--- src/rtl/startup_pkg.sv ---
// Package: shared constants for the startup sequencer.
// Assumes a phase number fits in PHASE_W bits and that there are four events.
package startup_pkg;
    localparam int PHASE_W    = 3;
    localparam int NUM_EVENTS = 4;

    // Event slots, in the packed order used by the top module
    localparam int EV_GTS  = 0;
    localparam int EV_DONE = 1;
    localparam int EV_GWE  = 2;
    localparam int EV_EOS  = 3;

    typedef enum logic [1:0] {
        ST_IDLE = 2'd0,
        ST_RUN  = 2'd1,
        ST_FIN  = 2'd2
    } seq_state_e;
endpackage

--- src/rtl/startup_phase_ctr.sv ---
// Phase walker: idle -> phases 0..2^PHASE_W-1 -> finished.
// Assumes stall_i is already qualified with the current phase.
// clear_i has priority over everything except reset.
module startup_phase_ctr
    import startup_pkg::*;
#(
    parameter int PW = PHASE_W
) (
    input  logic          clk,
    input  logic          rst_n,
    input  logic          clear_i,
    input  logic          start_i,
    input  logic          stall_i,
    output logic [PW-1:0] phase_o,
    output logic          running_o
);
    localparam logic [PW-1:0] LAST_PH = {PW{1'b1}};

    seq_state_e state_q;

    // Advance the walk one phase per cycle unless held
    always_ff @(posedge clk) begin
        if (!rst_n || clear_i) begin
            state_q <= ST_IDLE;
            phase_o <= '0;
        end else begin
            case (state_q)
                ST_IDLE: begin
                    if (start_i) begin
                        state_q <= ST_RUN;
                        phase_o <= '0;
                    end
                end
                ST_RUN: begin
                    if (!stall_i) begin
                        if (phase_o == LAST_PH) state_q <= ST_FIN;
                        else                    phase_o <= phase_o + 1'b1;
                    end
                end
                default: state_q <= ST_FIN;
            endcase
        end
    end

    assign running_o = (state_q == ST_RUN);

    // Unheld phase steps by exactly one
    assert_phase_step_R2: assert property (@(posedge clk) disable iff (!rst_n)
        (running_o && !stall_i && !clear_i && phase_o != LAST_PH)
        |=> (running_o && phase_o == $past(phase_o) + 1'b1));

    // Start from idle enters phase 0
    assert_start_phase0_R2: assert property (@(posedge clk) disable iff (!rst_n)
        (state_q == ST_IDLE && start_i && !clear_i) |=> (running_o && phase_o == '0));

    // Finished state is left only by clear
    assert_fin_sticky_R9: assert property (@(posedge clk) disable iff (!rst_n)
        (state_q == ST_FIN && !clear_i) |=> (state_q == ST_FIN));
endmodule

--- src/rtl/startup_stall.sv ---
// Hold evaluation: decides whether the current phase must repeat.
// Pure combinational; the caller gates it with the running state.
// Assumes phase settings are stable during a walk.
module startup_stall
    import startup_pkg::*;
#(
    parameter int PW = PHASE_W
) (
    input  logic [PW-1:0] phase_i,
    input  logic          lock_en_i,
    input  logic [PW-1:0] lock_ph_i,
    input  logic          lock_i,
    input  logic          match_en_i,
    input  logic [PW-1:0] match_ph_i,
    input  logic          match_i,
    input  logic [PW-1:0] done_ph_i,
    input  logic          done_sense_i,
    output logic          stall_o
);
    logic hold_lock, hold_match, hold_done;

    // Each hold source is active only in its own phase
    always_comb begin
        hold_lock  = lock_en_i  && (phase_i == lock_ph_i)  && !lock_i;
        hold_match = match_en_i && (phase_i == match_ph_i) && !match_i;
        hold_done  = (phase_i == done_ph_i) && !done_sense_i;
        stall_o    = hold_lock || hold_match || hold_done;
    end
endmodule

--- src/rtl/startup_event_flag.sv ---
// Sticky event output: takes its active value when fired, keeps it until
// reset or clear. IDLE_VAL selects the inactive level (1 for tristate).
module startup_event_flag #(
    parameter logic IDLE_VAL = 1'b0
) (
    input  logic clk,
    input  logic rst_n,
    input  logic clear_i,
    input  logic fire_i,
    output logic q_o
);
    // Latch the active level on the first fire
    always_ff @(posedge clk) begin
        if (!rst_n || clear_i) q_o <= IDLE_VAL;
        else if (fire_i)       q_o <= ~IDLE_VAL;
    end

    // Once active, the output never returns without clear
    assert_flag_sticky_R7: assert property (@(posedge clk) disable iff (!rst_n)
        (q_o != IDLE_VAL && !clear_i) |=> (q_o != IDLE_VAL));
endmodule

--- src/rtl/startup_seq.sv ---
// Top of the post-load startup sequencer. Walks eight phases after start,
// fires the four release events in their programmed phases, and holds on
// lock, match or the sensed DONE line. Assumes done_sense_i reflects the
// wired DONE level, which includes this block's own release.
module startup_seq
    import startup_pkg::*;
(
    input  logic       clk,
    input  logic       rst_n,
    input  logic       start_i,
    input  logic       restart_i,
    input  logic       lock_i,
    input  logic       match_i,
    input  logic       lock_wait_en_i,
    input  logic       match_wait_en_i,
    input  logic [2:0] lock_phase_i,
    input  logic [2:0] match_phase_i,
    input  logic [2:0] ph_gts_i,
    input  logic [2:0] ph_done_i,
    input  logic [2:0] ph_gwe_i,
    input  logic [2:0] ph_eos_i,
    input  logic       done_sense_i,
    output logic       gts_o,
    output logic       done_rel_o,
    output logic       gwe_o,
    output logic       eos_o
);
    logic [PHASE_W-1:0]    phase;
    logic                  running;
    logic                  stall;
    logic [PHASE_W-1:0]    ev_ph   [NUM_EVENTS];
    logic [NUM_EVENTS-1:0] ev_fire;
    logic [NUM_EVENTS-1:0] ev_q;

    // Gather event phase settings into slot order
    always_comb begin
        ev_ph[EV_GTS]  = ph_gts_i;
        ev_ph[EV_DONE] = ph_done_i;
        ev_ph[EV_GWE]  = ph_gwe_i;
        ev_ph[EV_EOS]  = ph_eos_i;
    end

    startup_stall #(.PW(PHASE_W)) u_stall (
        .phase_i      (phase),
        .lock_en_i    (lock_wait_en_i),
        .lock_ph_i    (lock_phase_i),
        .lock_i       (lock_i),
        .match_en_i   (match_wait_en_i),
        .match_ph_i   (match_phase_i),
        .match_i      (match_i),
        .done_ph_i    (ph_done_i),
        .done_sense_i (done_sense_i),
        .stall_o      (stall)
    );

    startup_phase_ctr #(.PW(PHASE_W)) u_ctr (
        .clk       (clk),
        .rst_n     (rst_n),
        .clear_i   (restart_i),
        .start_i   (start_i),
        .stall_i   (stall),
        .phase_o   (phase),
        .running_o (running)
    );

    for (genvar e = 0; e < NUM_EVENTS; e++) begin : g_ev
        // Event fires whenever the walk sits in its phase
        assign ev_fire[e] = running && (phase == ev_ph[e]);
        startup_event_flag #(.IDLE_VAL(e == EV_GTS)) u_flag (
            .clk     (clk),
            .rst_n   (rst_n),
            .clear_i (restart_i),
            .fire_i  (ev_fire[e]),
            .q_o     (ev_q[e])
        );
    end

    assign gts_o      = ev_q[EV_GTS];
    assign done_rel_o = ev_q[EV_DONE];
    assign gwe_o      = ev_q[EV_GWE];
    assign eos_o      = ev_q[EV_EOS];

    // Reset values
    assert_reset_vals_R1: assert property (@(posedge clk)
        !rst_n |=> (gts_o && !done_rel_o && !gwe_o && !eos_o));

    // Restart values
    assert_restart_vals_R8: assert property (@(posedge clk) disable iff (!rst_n)
        restart_i |=> (gts_o && !done_rel_o && !gwe_o && !eos_o));

    // Write enable appears after its phase
    assert_gwe_fire_R3: assert property (@(posedge clk) disable iff (!rst_n)
        (running && phase == ph_gwe_i && !restart_i) |=> gwe_o);

    // Tristate drops after its phase
    assert_gts_fire_R3: assert property (@(posedge clk) disable iff (!rst_n)
        (running && phase == ph_gts_i && !restart_i) |=> !gts_o);

    // Lock hold keeps the phase
    assert_lock_hold_R4: assert property (@(posedge clk) disable iff (!rst_n)
        (running && lock_wait_en_i && phase == lock_phase_i && !lock_i && !restart_i)
        |=> (running && phase == $past(phase)));

    // Match hold keeps the phase
    assert_match_hold_R5: assert property (@(posedge clk) disable iff (!rst_n)
        (running && match_wait_en_i && phase == match_phase_i && !match_i && !restart_i)
        |=> (running && phase == $past(phase)));

    // DONE phase is not left while the line reads low
    assert_done_hold_R6: assert property (@(posedge clk) disable iff (!rst_n)
        (running && phase == ph_done_i && !done_sense_i && !restart_i)
        |=> (running && phase == $past(phase) && done_rel_o));
endmodule

--- config.mk ---
export PLATFORM = sky130hd
export DESIGN_NAME = startup_seq
export DESIGN_NICKNAME = d
export VERILOG_FILES = /design/src/rtl/startup_pkg.sv /design/src/rtl/startup_phase_ctr.sv /design/src/rtl/startup_stall.sv /design/src/rtl/startup_event_flag.sv /design/src/rtl/startup_seq.sv
export SDC_FILE = /design/constraint.sdc
export NUM_CORES = 1
export LEC_CHECK = 0
export ABC_AREA = 1
export BUFFER_PORTS_ARGS = -buffer_cell sky130_fd_sc_hd__buf_2
export CAP_MARGIN = 30
export CORE_UTILIZATION = 40
export CTS_BUF_LIST = sky130_fd_sc_hd__clkbuf_4
export CTS_CLUSTER_DIAMETER = 40
export CTS_CLUSTER_SIZE = 12
export DETAILED_ROUTE_END_ITERATION = 7
export PLACE_DENSITY = 0.63
export SYNTH_ARGS = -nofsm -noshare
export SYNTH_HDL_FRONTEND = slang
export SYNTH_HIERARCHICAL = 1
export SYNTH_SLANG_ARGS = --single-unit
export TNS_END_PERCENT = 10
--- constraint.sdc ---
create_clock -name clk -period 1.6 [get_ports clk]
set_input_delay 0.32 -clock clk [delete_from_list [all_inputs] [get_ports clk]]
set_output_delay 0.32 -clock clk [all_outputs]
set_load 0.02 [all_outputs]
======== After elaboration in Yosys (flattened, before gate mapping) ========
Cells that the tools add are included.
word-level totals
  bits of input ports ..................... 27
  register bits ........................... 9
cells by class
  add/sub/neg operators ................... 1
  eq/ne operators ......................... 12
  multiplexer cells ....................... 8
  reductions and logical operators ........ 20
operators with widths
  cell                   count
  $eq A3 B3 Y1           6
  $logic_and A1 B1 Y1    9
  $mux W3                3
  $mux W2                3
  $ne A2 B2 Y1 const B   3
  $pmux W3 S2            1
  $logic_not A1 Y1       4
  $pmux W2 S2            1
  $reduce_and A4 Y1      1
  $add A3 B1 Y3 const B  1
  $eq A3 B3 Y1 const B   1
  $logic_or A1 B1 Y1     3
  $reduce_and A3 Y1      1
  $eq A2 B1 Y1 const B   1
  $logic_not A2 Y1       1
  $ne A2 B1 Y1 const B   1
  $reduce_bool A2 Y1     1

======== Depth between registers and ports, before layout ========
  depth in word-level cells ............... 7
  depth in mapped cells ................... 11

======== Hierarchy ========
Netlist, hierarchy kept.
by module, submodules not included
  module                                   times used  area each (µm²)  cells each
  startup_phase_ctr                        1           302.8            42
  startup_seq                              1           220.2            56
  startup_stall                            1           196.4            52
  startup_event_flag (g_ev[1].u_flag ...)  3           35.0             5
  startup_event_flag (g_ev[0].u_flag)      1           41.3             6

======== Worst setup path before layout ========
No wires, ideal clock.
  kind .................................... flip-flop to flip-flop
  start point ............................. reg u_ctr.phase_o[0]
  end point ............................... reg u_ctr.phase_o[0]
  setup time .............................. 0.113 ns
  period minus slack after synthesis ...... 1.377 ns
  cell stages (with the launch flop) ...... 12
  required time ........................... 1.487 ns
  buffers on the path ..................... 0
  slack ................................... 0.223 ns
  data arrival time ....................... 1.264 ns
  cell sequence ........................... dfxtp_1 -> inv_1 -> nand2_1 -> nand2_1 -> nor2_1 -> nand2_1 -> nand3_1 -> nand3_2 -> nand3_4 -> nand2_1 -> nand2_1 -> nor2_1
between the ends
  longest elaborated chain between the ends .. 7
  elaborated cells between the ends (all ways) .. 18
RTL lines
  what                                                         RTL line                                  text
  start, declared                                              startup_phase_ctr.sv:14                   output logic [PW-1:0] phase_o,
  start signal, assigned                                       startup_phase_ctr.sv:37                   else phase_o <= phase_o + 1'b1;
  $eq A3 B3 Y1, on equally long branches                       startup_stall.sv:24, startup_stall.sv:25
  $logic_and A1 B1 Y1, on equally long branches (2 in series)  startup_stall.sv:24, startup_stall.sv:25
  $logic_or A1 B1 Y1                                           startup_stall.sv:27                       stall_o = hold_lock || hold_match || hold_done;
  $logic_or A1 B1 Y1 *                                         startup_stall.sv:27
  net stall                                                    startup_seq.sv:30                         logic stall;
  $ne A2 B2 Y1 (no source line) *                              --
  $reduce_and A4 Y1 (no source line) *                         --
Mark *: on every way through the listed nets, which the timed path passes. The rest lies on a longest branch. The select of a mux whose other input is x is not followed.
A chain may end at the register's enable or synchronous reset.

======== Worst setup path after layout ========
  start point ............................. reg u_ctr.phase_o[2]
  end point ............................... reg u_ctr.phase_o[1]
The elaborated chain is that of the path after synthesis.

==> results.json <==
{
  "p_sw_share_pct": 29.81,
  "crit_path_cell_trace": "inv_2, nand2_1, nand2_1, nor2_1, nand2_1, nand3_1, nand3_2, nand3_4, nand2_1, nand2_1, nor2_1",
  "worst_pin_slew_ps": 298.6,
  "critPathCaptureType": "flop",
  "final_antenna_net_count": 0,
  "grt_usage_pct": 18.33,
  "dp_hpwl_um": 1587,
  "final_cells": 235,
  "clkLatencyLatePin_ps": 260,
  "final_nets": 238,
  "synth_fa_ha_area_share_pct": 2.890,
  "fmax_mhz": 698.8,
  "pin_count": 31,
  "tns_ps": 0,
  "drive_gt1_share_pct": 22.12,
  "setup_viol": 0,
  "synth-simple-area-share_pct": 53.32,
  "cts_buffer_depth": 2,
  "syn_area_per_cell_um2": 5.063,
  "powerDensity_nw_per_um2": 529.2,
  "dieArea_um2": 2355,
  "cts_hold_buf": 0,
  "ff_latch_area_um2": 181.4,
  "synth_compound_area_share_pct": 3.902,
  "die_y_um": 48.53,
  "multi_input_area_um2": 520.5,
  "crit_top_cell": "nand2_1",
  "synth-seq-cells": 9,
  "clockRootBuffer": "clkbuf_4",
  "seqPwrFrac_pct": 40.6,
  "drtPass1Iterations": 4,
  "timing.final.crit_share_pct": 89.44,
  "worst_path_largest_cell_delay_ps": 490,
  "place_congestion": 0.7836,
  "syn_nets": 200,
  "grt-ovfl-total": 0,
  "synthXorXnorAreaFrac_pct": 0,
  "yosys_warnings": 6,
  "grt_pass1_vias": 907,
  "die_x_um": 48.53,
  "htree_levels": 1,
  "grt_max_degree": 8,
  "hp-class": "input pin to flop",
  "switchingPower_w": 0.0001741,
  "muxShareOfSynthArea_pct": 0,
  "fin_skew_ps": 0.2157,
  "postLayoutCellArea_um2": 1104,
  "routed_wl_um": 1861,
  "ff2ff_path_depth": 11,
  "hold_viol": 0,
  "avgRoutedWirePerCell_um": 7.919,
  "vias_per_cell": 4.149,
  "hold_end": "g_ev[3].u_flag/q_o",
  "ys_types": 15,
  "antenna_found_initial": 0,
  "rsz0062_at_grt": "false",
  "cpMaxStageDelayCell": "dfxtp_1",
  "cp.required_ps": 1750,
  "r2r_setup_slack_ps": 170,
  "power.internal_w": 0.0004099,
  "area_growth_pct": 27.46,
  "synth_area_um2": 865.8,
  "relSlewSlack_pct": 80.07,
  "placed_area_um2": 1072,
  "drc": 0,
  "core_area_um2": 2002,
  "worst_ep_arrival_time_ps": 1590,
  "cts_tree": "done",
  "dp_cells": 231,
  "cp_max_fo": 7,
  "vias": 975,
  "grt_pass1_wl_um": 3491,
  "rows": 16,
  "peakVddDrop_mv": 0.4392,
  "start_util_pct": 43.25,
  "r2r_start": "u_ctr/phase_o[2]",
  "p_comb_share_pct": 26.5,
  "crit_type": "flop to flop",
  "drt_iter0_markers": 21,
  "ys_seq_area_share_pct": 20.81,
  "cts_made_buffers": 3,
  "portBuffers": 30,
  "clkSlewWorstSetupHoldPaths_ps": 60,
  "drv_cap": 0,
  "p_leak_nw": 0.6962,
  "cts.sinks": 9,
  "hold_slack_ps": 316.4,
  "syn_inst": 171,
  "worstReg2RegEnd": "u_ctr/phase_o[1]",
  "drv_slew": 0,
  "period_minus_slack_ps": 1431,
  "start_kind": "flop",
  "hold_depth": 3,
  "post_cts_buffers": 0,
  "p_clk_share_pct": 32.9,
  "diodes": 0,
  "num-fill-cells": 232,
  "hold_start": "rst_n",
  "status": "completed",
  "synth_top_family_by_area": "simple AND/OR/NAND/NOR gates"
}
==> per-layer routing <==
layer / track usage, % / part of all wire, % / up-vias
li1: - / - / 559
met1: 22.84 / 51 / 401
met2: 31.92 / 46 / 15
met3: 3.145 / 3.1 / 0
met4: 5.882 / 0 / 0
met5: 0 / 0 / -
==> cell usage in the layout, fill, tap and decap left out <==
master,n
clkbuf_4,4
nor2_1,31
nand3_1,5
dfxtp_2,1
a21oi_2,1
buf_4,3
nor2_2,1
nor3_1,1
inv_2,2
inv_1,42
nand2_1,68
dfxtp_1,8
nand3_2,1
nor2_8,1
nand2_2,1
a21oi_1,5
ha_1,2
buf_2,30
nand3_4,1
==> flip-flops by register name (all words and copies together), names as in the netlist <==
name	flops
u_ctr/state_q	2
g_ev.u_flag/q_o	4
u_ctr/phase_o	3
==> Yosys cell counts, drive strengths merged <==
master	number	area, um^2
a21oi	6	33.78
dfxtp	9	180.2
ha	2	25.02
inv	44	165.2
nand2	69	261.5
nand3	7	52.55
nor2	33	142.6
nor3	1	5.000
==> worst max-delay path: cells and delay by family (launching register included) <==
family | cells | cell delay [ps]
and+or+nand+nor | 10 | 770
DFF | 1 | 490
buffers and inverters | 1 | 60
==> layout make-up <==
| class | instances | area share, % |
|---|---|---|
| multi-input cells | 118 | 47.17 |
| flip-flops and latches | 9 | 16.44 |
| repair buffers | 33 | 15.65 |
| inverters | 44 | 14.97 |
| well taps | 27 | 3.061 |
| clock buffers | 4 | 2.721 |
==> stage by stage <==
stage               worst slack [ps]  util (%)   power, W
floorplan                      222.9         -  0.0003341
CTS                            99.67     55.06  0.0005959
detailed placement             111.6     53.56  0.0003974
global route                   1.963     55.13  0.0006321
global placement               110.5     53.56  0.0003938
finish                         169.0     55.13  0.0005840
==> power groups by stage <==
stage | sequential (W) | clock, W | combinational [W]
after floorplan | 0.000243 | 0 | 0.0000909
after detailed placement | 0.000242 | 0 | 0.000155
final | 0.000237 | 0.000192 | 0.000155
after CTS | 0.000237 | 0.000203 | 0.000156
after global placement | 0.000242 | 0 | 0.000152
after global routing | 0.000238 | 0.000213 | 0.000181
==> kinds of logic (layout without fill, tap and decap cells) <==
group	after synthesis	in the layout
AO/OA/AOI/OAI	6	6
AND/OR/NAND/NOR	110	110
buffers and inverters	44	81
flip-flops	9	9
adder cells (fa/ha/maj)	2	2
==> how the worst max path moves through the flow <==
stage	slack, ps	to	start
finish	170	u_ctr/phase_o[1]	u_ctr/phase_o[2]
global route	2	u_ctr/phase_o[0]	u_ctr/phase_o[0]
CTS	100	u_ctr/phase_o[2]	u_ctr/phase_o[1]
detailed placement	110	u_ctr/phase_o[2]	u_ctr/phase_o[1]
global placement	110	u_ctr/phase_o[1]	u_ctr/phase_o[1]
floorplan	220	u_ctr/phase_o[0]	u_ctr/phase_o[0]
==> timing repair <==
action	4_1_cts	5_1_grt
endpoints found under the setup margin	0	4
hold endpoints to repair	0	0
resized for setup	0	1
(Power assumes the default switching activity.)
